<file path="config.mk">
export PLATFORM = sky130hd
export DESIGN_NAME = clus_pix_dec
export DESIGN_NICKNAME = d
export VERILOG_FILES = /design/src/rtl/cpd_pkg.sv /design/src/rtl/cpd_frame_ctl.sv /design/src/rtl/cpd_row_track.sv /design/src/rtl/cpd_out_stage.sv /design/src/rtl/clus_pix_dec.sv
export SDC_FILE = /design/constraint.sdc
export NUM_CORES = 1
export LEC_CHECK = 0
export BUFFER_PORTS_ARGS = -buffer_cell sky130_fd_sc_hd__buf_2
export CORE_MARGIN = 2
export CORE_UTILIZATION = 56
export DETAILED_ROUTE_END_ITERATION = 8
export GPL_ROUTABILITY_DRIVEN = 0
export HOLD_SLACK_MARGIN = 0.02
export PLACE_DENSITY = 0.93
export SKIP_CTS_REPAIR_TIMING = 1
export SLEW_MARGIN = 15
export SYNTH_ARGS = -nofsm -noshare
export SYNTH_HDL_FRONTEND = slang
export SYNTH_SLANG_ARGS = --single-unit
export TNS_END_PERCENT = 5
</file>
<file path="constraint.sdc">
create_clock -name clk -period 3.8 [get_ports clk]
set_clock_uncertainty 0.05 [all_clocks]
set_input_delay 0.19 -clock clk [delete_from_list [all_inputs] [get_ports clk]]
set_output_delay 0.19 -clock clk [all_outputs]
set_load 0.05 [all_outputs]
</file>
<file path="src/rtl/cpd_pkg.sv">
// Package: shared widths, frame type code and the pixel record type
// for the cluster-format pixel decoder.
package cpd_pkg;
    localparam int WORD_W  = 16;
    localparam int ROW_W   = 10;
    localparam int COL_W   = 6;
    localparam int ADC_W   = 8;
    localparam int CHIP_W  = 2;
    localparam int DEDX_W  = 2;
    localparam int TYPE_W  = 4;
    localparam int TYPE_LO = 11;
    localparam logic [TYPE_W-1:0] CLUS_TYPE = 4'b0001;

    typedef struct packed {
        logic [ROW_W-1:0]  row;
        logic [COL_W-1:0]  col;
        logic [ADC_W-1:0]  adc;
        logic [CHIP_W-1:0] chip;
        logic [DEDX_W-1:0] dedx;
        logic              soc;
    } pix_rec_t;

    typedef enum logic [1:0] {
        FR_IDLE = 2'd0,
        FR_TAG  = 2'd1,
        FR_BODY = 2'd2,
        FR_SKIP = 2'd3
    } frame_st_t;
endpackage

</file>
<file path="src/rtl/cpd_frame_ctl.sv">
// Module: cpd_frame_ctl
// Follows frame position: header, trigger tag, body, or skipped frame.
// Assumes: acc is the input handshake; sof marks the header word and
// takes priority in any state; eof closes the frame after its word.
module cpd_frame_ctl
    import cpd_pkg::*;
#(
    parameter int TW = TYPE_W,
    parameter logic [TW-1:0] WANT_TYPE = CLUS_TYPE
) (
    input  logic          clk,
    input  logic          rst_n,
    input  logic          acc,
    input  logic          sof,
    input  logic          eof,
    input  logic [TW-1:0] hdr_type,
    output logic          frame_start,
    output logic          body_word
);
    frame_st_t st_q, st_d;

    // Frame-position next-state logic.
    always_comb begin
        st_d = st_q;
        if (acc) begin
            if (sof) begin
                if (eof)                         st_d = FR_IDLE;
                else if (hdr_type == WANT_TYPE)  st_d = FR_TAG;
                else                             st_d = FR_SKIP;
            end else begin
                case (st_q)
                    FR_TAG:  st_d = eof ? FR_IDLE : FR_BODY;
                    FR_BODY: st_d = eof ? FR_IDLE : FR_BODY;
                    FR_SKIP: st_d = eof ? FR_IDLE : FR_SKIP;
                    default: st_d = FR_IDLE;
                endcase
            end
        end
    end

    // Frame-position register.
    always_ff @(posedge clk) begin
        if (!rst_n) st_q <= FR_IDLE;
        else        st_q <= st_d;
    end

    assign frame_start = acc && sof;
    assign body_word   = acc && !sof && (st_q == FR_BODY);
endmodule

</file>
<file path="src/rtl/cpd_row_track.sv">
// Module: cpd_row_track
// Holds the running row and row-word context, and forms pixel records.
// Assumes: body_word is asserted only for accepted body words;
// frame_start clears the running state; err is cleared by reset only.
module cpd_row_track
    import cpd_pkg::*;
#(
    parameter int RW = ROW_W
) (
    input  logic              clk,
    input  logic              rst_n,
    input  logic              frame_start,
    input  logic              body_word,
    input  logic [WORD_W-1:0] word,
    output logic              emit,
    output pix_rec_t          rec,
    output logic              err
);
    localparam int FLAG_B = WORD_W - 1;
    localparam int AUX_B  = WORD_W - 2;

    logic [RW-1:0]     row_q;
    logic [CHIP_W-1:0] chip_q;
    logic [DEDX_W-1:0] dedx_q;
    logic              soc_q;
    logic              seen_q;
    logic              err_q;

    logic              is_pix, is_sor, orphan;
    logic [RW-1:0]     row_nx;

    // Word classification and the (possibly incremented) row.
    always_comb begin
        is_pix = body_word && word[FLAG_B];
        is_sor = body_word && !word[FLAG_B];
        orphan = is_pix && !seen_q;
        row_nx = row_q + {{(RW-1){1'b0}}, word[AUX_B]};
    end

    // Running row and context registers.
    always_ff @(posedge clk) begin
        if (!rst_n || frame_start) begin
            row_q  <= '0;
            chip_q <= '0;
            dedx_q <= '0;
            soc_q  <= 1'b0;
            seen_q <= 1'b0;
        end else if (is_sor) begin
            row_q  <= word[RW-1:0];
            chip_q <= word[RW+CHIP_W-1:RW];
            dedx_q <= word[RW+CHIP_W+DEDX_W-1:RW+CHIP_W];
            soc_q  <= word[AUX_B];
            seen_q <= 1'b1;
        end else if (is_pix && seen_q) begin
            row_q  <= row_nx;
            soc_q  <= 1'b0;
        end
    end

    // Sticky orphan-pixel flag.
    always_ff @(posedge clk) begin
        if (!rst_n)      err_q <= 1'b0;
        else if (orphan) err_q <= 1'b1;
    end

    assign emit     = is_pix && seen_q;
    assign rec.row  = row_nx;
    assign rec.col  = word[COL_W+ADC_W-1:ADC_W];
    assign rec.adc  = word[ADC_W-1:0];
    assign rec.chip = chip_q;
    assign rec.dedx = dedx_q;
    assign rec.soc  = soc_q;
    assign err      = err_q;
endmodule

</file>
<file path="src/rtl/cpd_out_stage.sv">
// Module: cpd_out_stage
// Single output register for pixel records, with valid/ready.
// Assumes: load is only asserted when the slot is free or draining.
module cpd_out_stage
    import cpd_pkg::*;
(
    input  logic     clk,
    input  logic     rst_n,
    input  logic     load,
    input  pix_rec_t rec_in,
    input  logic     out_ready,
    output logic     out_valid,
    output pix_rec_t rec_out
);
    // Valid flag: set on load, cleared when drained.
    always_ff @(posedge clk) begin
        if (!rst_n)         out_valid <= 1'b0;
        else if (load)      out_valid <= 1'b1;
        else if (out_ready) out_valid <= 1'b0;
    end

    // Record payload: captured on load only.
    always_ff @(posedge clk) begin
        if (!rst_n)    rec_out <= '0;
        else if (load) rec_out <= rec_in;
    end
endmodule

</file>
<file path="src/rtl/clus_pix_dec.sv">
// Module: clus_pix_dec
// Top of the cluster-format pixel decoder: frame tracking, running-row
// decode and a registered output stage.
// Assumes: one word per handshake; the stream stalls as a whole while
// a record waits for the sink.
module clus_pix_dec
    import cpd_pkg::*;
(
    input  logic        clk,
    input  logic        rst_n,
    input  logic        in_valid,
    output logic        in_ready,
    input  logic [15:0] in_data,
    input  logic        in_sof,
    input  logic        in_eof,
    output logic        out_valid,
    input  logic        out_ready,
    output logic [9:0]  out_row,
    output logic [5:0]  out_col,
    output logic [7:0]  out_adc,
    output logic [1:0]  out_chip,
    output logic [1:0]  out_dedx,
    output logic        out_soc,
    output logic        err_orphan
);
    logic     acc, frame_start, body_word, emit;
    pix_rec_t rec_d, rec_q;

    assign in_ready = !out_valid || out_ready;
    assign acc      = in_valid && in_ready;

    cpd_frame_ctl u_frame (
        .clk         (clk),
        .rst_n       (rst_n),
        .acc         (acc),
        .sof         (in_sof),
        .eof         (in_eof),
        .hdr_type    (in_data[TYPE_LO+TYPE_W-1:TYPE_LO]),
        .frame_start (frame_start),
        .body_word   (body_word)
    );

    cpd_row_track u_track (
        .clk         (clk),
        .rst_n       (rst_n),
        .frame_start (frame_start),
        .body_word   (body_word),
        .word        (in_data),
        .emit        (emit),
        .rec         (rec_d),
        .err         (err_orphan)
    );

    cpd_out_stage u_out (
        .clk       (clk),
        .rst_n     (rst_n),
        .load      (emit),
        .rec_in    (rec_d),
        .out_ready (out_ready),
        .out_valid (out_valid),
        .rec_out   (rec_q)
    );

    assign out_row  = rec_q.row;
    assign out_col  = rec_q.col;
    assign out_adc  = rec_q.adc;
    assign out_chip = rec_q.chip;
    assign out_dedx = rec_q.dedx;
    assign out_soc  = rec_q.soc;
endmodule

</file>
==> results.json <==
{
  "status": "finished, final reports clean",
  "vdd.ir_drop.worst_uv": 300.1,
  "synth.distinct_cells": 40,
  "holdPathStages": 3,
  "maxSlewViolCount": 0,
  "antenna_found_initial": 0,
  "crit_type": "register to register",
  "cts.path.max_buffers": 2,
  "worstHoldStart": "in_data[1]",
  "clk_pin_slew_worst_paths_ns": 0.08,
  "fin_nets": 317,
  "routed-via-count": 1840,
  "cp-start-kind": "register",
  "cp-end-kind": "register",
  "p_seq_share_pct": 56.5,
  "reg2reg_to": "u_track.row_q[3]",
  "p_int_mw": 0.7232,
  "r2r_start": "u_frame.st_q[0]",
  "clk-insertion-delay-late_ns": 0.31,
  "tritoncts": "yes",
  "arrival_ns": 2.46,
  "postSynth.asyncResetShare_pct": 0,
  "dieArea_mm2": 0.004291,
  "numCtsBuffers": 5,
  "clockRootBuffer": "clkbuf_8",
  "tns_ns": 0,
  "crit_start": "u_frame.st_q[0]",
  "worst_slew_margin_rel_pct": 30.71,
  "final_common_cell": "buf_2",
  "post-route-drc-count": 0,
  "ys_dominant_reg_cell": "dfxtp_1",
  "grt_start_max_net_pins": 36,
  "netlist_area_mm2": 0.002118,
  "r2r_cells": 8,
  "syn_to_final_growth_pct": 17.19,
  "place_area_mm2": 0.002379,
  "drt_iter0_drc": 144,
  "sw_frac_of_total_pct": 20.84,
  "p_switching_mw": 0.1904,
  "hp-class": "input pin to register",
  "power.density_mw_per_mm2": 368.0,
  "routed_wl_mm": 4.512,
  "core_area_mm2": 0.003661,
  "hpwl_mm": 3.243,
  "design_area_mm2": 0.002482,
  "track_usage_pct": 22.24,
  "maxCapViolations": 0,
  "power_frac_comb_pct": 4.4,
  "final-setup-viol-count": 0,
  "grt-ovfl-total": 0,
  "die_y_um": 65.51,
  "ys_seq_elements": 49,
  "fin_crit_ns": 2.280,
  "fmax_mhz": 438.7,
  "layout_common_cells": "53 x buf_2, 51 x nand2_1, 49 x dfxtp_1",
  "power_leakage_nw": 1.033,
  "fp.dieW_um": 65.51,
  "io_buffers": 53,
  "worstPathRequired_ns": 3.98,
  "min_to": "u_out.rec_out[6]",
  "ys_warn_count": 0,
  "synth_edf_count": 0,
  "syn_nets": 269,
  "critPathMaxFanout": 19,
  "syn_inst": 242,
  "drive_above_1_share_pct": 23.45,
  "grt_pass1_wl_mm": 7.307,
  "initial_utilization_pct": 57.86,
  "vias_per_cell": 5.444,
  "wl_per_cell_um": 13.35,
  "worst_slew_pin_slew_ns": 1.035,
  "grt_pass1_vias": 1698,
  "rsz0062_at_grt": "no",
  "first_pass_iters": 4,
  "diodes": 0,
  "seq_area_frac_synth_pct": 46.31,
  "pwr-share-clk_pct": 39.1,
  "h-tree-depth": 2,
  "rows": 22,
  "io_pins": 54,
  "finalHoldViolCount": 0,
  "finalCritPeriodShare_pct": 59.99,
  "cts.sinks": 49,
  "ff2ff_setup_slack_ns": 1.52,
  "ant_nets": 0,
  "syn_avg_cell_area_um2": 8.753,
  "fillers": 296
}
-- Yosys cell counts (2+ instances only) --
master / instances / area, um2
inv_1: 6 / 22.52
dfxtp_1: 49 / 980.9
xnor2_1: 4 / 35.03
buf_2: 4 / 20.02
o21ai_0: 6 / 30.03
and2_1: 2 / 12.51
a21boi_1: 21 / 157.7
buf_6: 3 / 33.78
a21oi_1: 12 / 60.06
mux2i_1: 4 / 40.04
ha_1: 5 / 62.56
o21ai_1: 5 / 25.02
a32oi_1: 4 / 35.03
and3_1: 4 / 25.02
xor2_1: 4 / 35.03
o22ai_1: 4 / 25.02
a22oi_1: 5 / 37.54
clkbuf_1: 7 / 26.28
nand2_1: 51 / 191.4
a31oi_1: 3 / 18.77
nor2_1: 14 / 52.55
nand3_1: 7 / 35.03
-- metrics by stage --
step	setup WS (ns)	total power, mW	utilization [%]	hold WS (ns)	instances
after floorplan	1.922	0.5479	-	0.2749	242
final	1.520	0.9136	67.81	0.08683	338
after global routing	1.386	0.9431	67.81	0.08934	338
after CTS	1.534	0.9174	67.81	0.08176	338
after global placement	1.633	0.5668	64.97	0.3889	331
after detailed placement	1.559	0.5681	64.97	0.3946	331
-- routing by layer --
layer / track usage, % / share of wire (%) / vias to the layer above
li1: - / - / 921
met1: 25.71 / 43 / 856
met2: 39.67 / 50 / 56
met3: 4.452 / 5.9 / 7
met4: 9.635 / 1.2 / 0
met5: 0 / 0 / -
-- logic make-up after synthesis --
family	share of synthesized area, %
AO/OA/AOI/OAI	19.91
flip-flops	46.31
multiplexers	1.890
AND/OR/NAND/NOR	20.26
buffers and inverters	5.375
XOR/XNOR	3.307
adder cells (fa/ha/maj)	2.953
-- power by group through the flow --
stage / registers, mW / clock network (mW) / logic (mW)
floorplan: 0.528 / 0 / 0.0199
global placement: 0.528 / 0 / 0.0390
detailed placement: 0.528 / 0 / 0.0401
CTS: 0.516 / 0.361 / 0.0403
global route: 0.516 / 0.383 / 0.0441
finish: 0.516 / 0.357 / 0.0404
-- worst max-delay path: stages, from the launching register on --
cell and delay (ns):
dfxtp_1 0.33, inv_1 0.08, ha_1 0.22, and4b_1 0.23
and3_1 0.63, buf_4 0.31, and2_1 0.14, o21ai_1 0.07
a21oi_1 0.15
-- layout make-up --
cell class | count | area (um2) | share of cell area [%]
clock inverters | 2 | 35.03 | 1.411
repair buffers | 56 | 287.8 | 11.59
well taps | 48 | 60.06 | 2.419
flip-flops and latches | 49 | 980.9 | 39.52
inverters | 7 | 26.28 | 1.058
clock buffers | 5 | 68.82 | 2.772
multi-input cells | 171 | 1023 | 41.23
-- flip-flops by register name (all words and copies together) (netlist names) --
register         flops
u_track.chip_q       2
u_track.err          1
u_track.seen_q       1
u_frame.st_q         2
u_out.rec_out       29
u_track.dedx_q       2
u_track.soc_q        1
u_out.out_valid      1
u_track.row_q       10
-- worst max-delay path by stage --
stage	to	slack, ns	depth (start not counted)
finish	u_track.row_q[3]	1.52	8
global placement	u_track.row_q[3]	1.63	8
global route	u_track.row_q[3]	1.39	8
detailed placement	u_track.row_q[3]	1.56	8
floorplan	u_track.chip_q[1]	1.92	6
CTS	u_track.row_q[3]	1.53	8
Note: power is estimated with default switching activity, not from simulation.
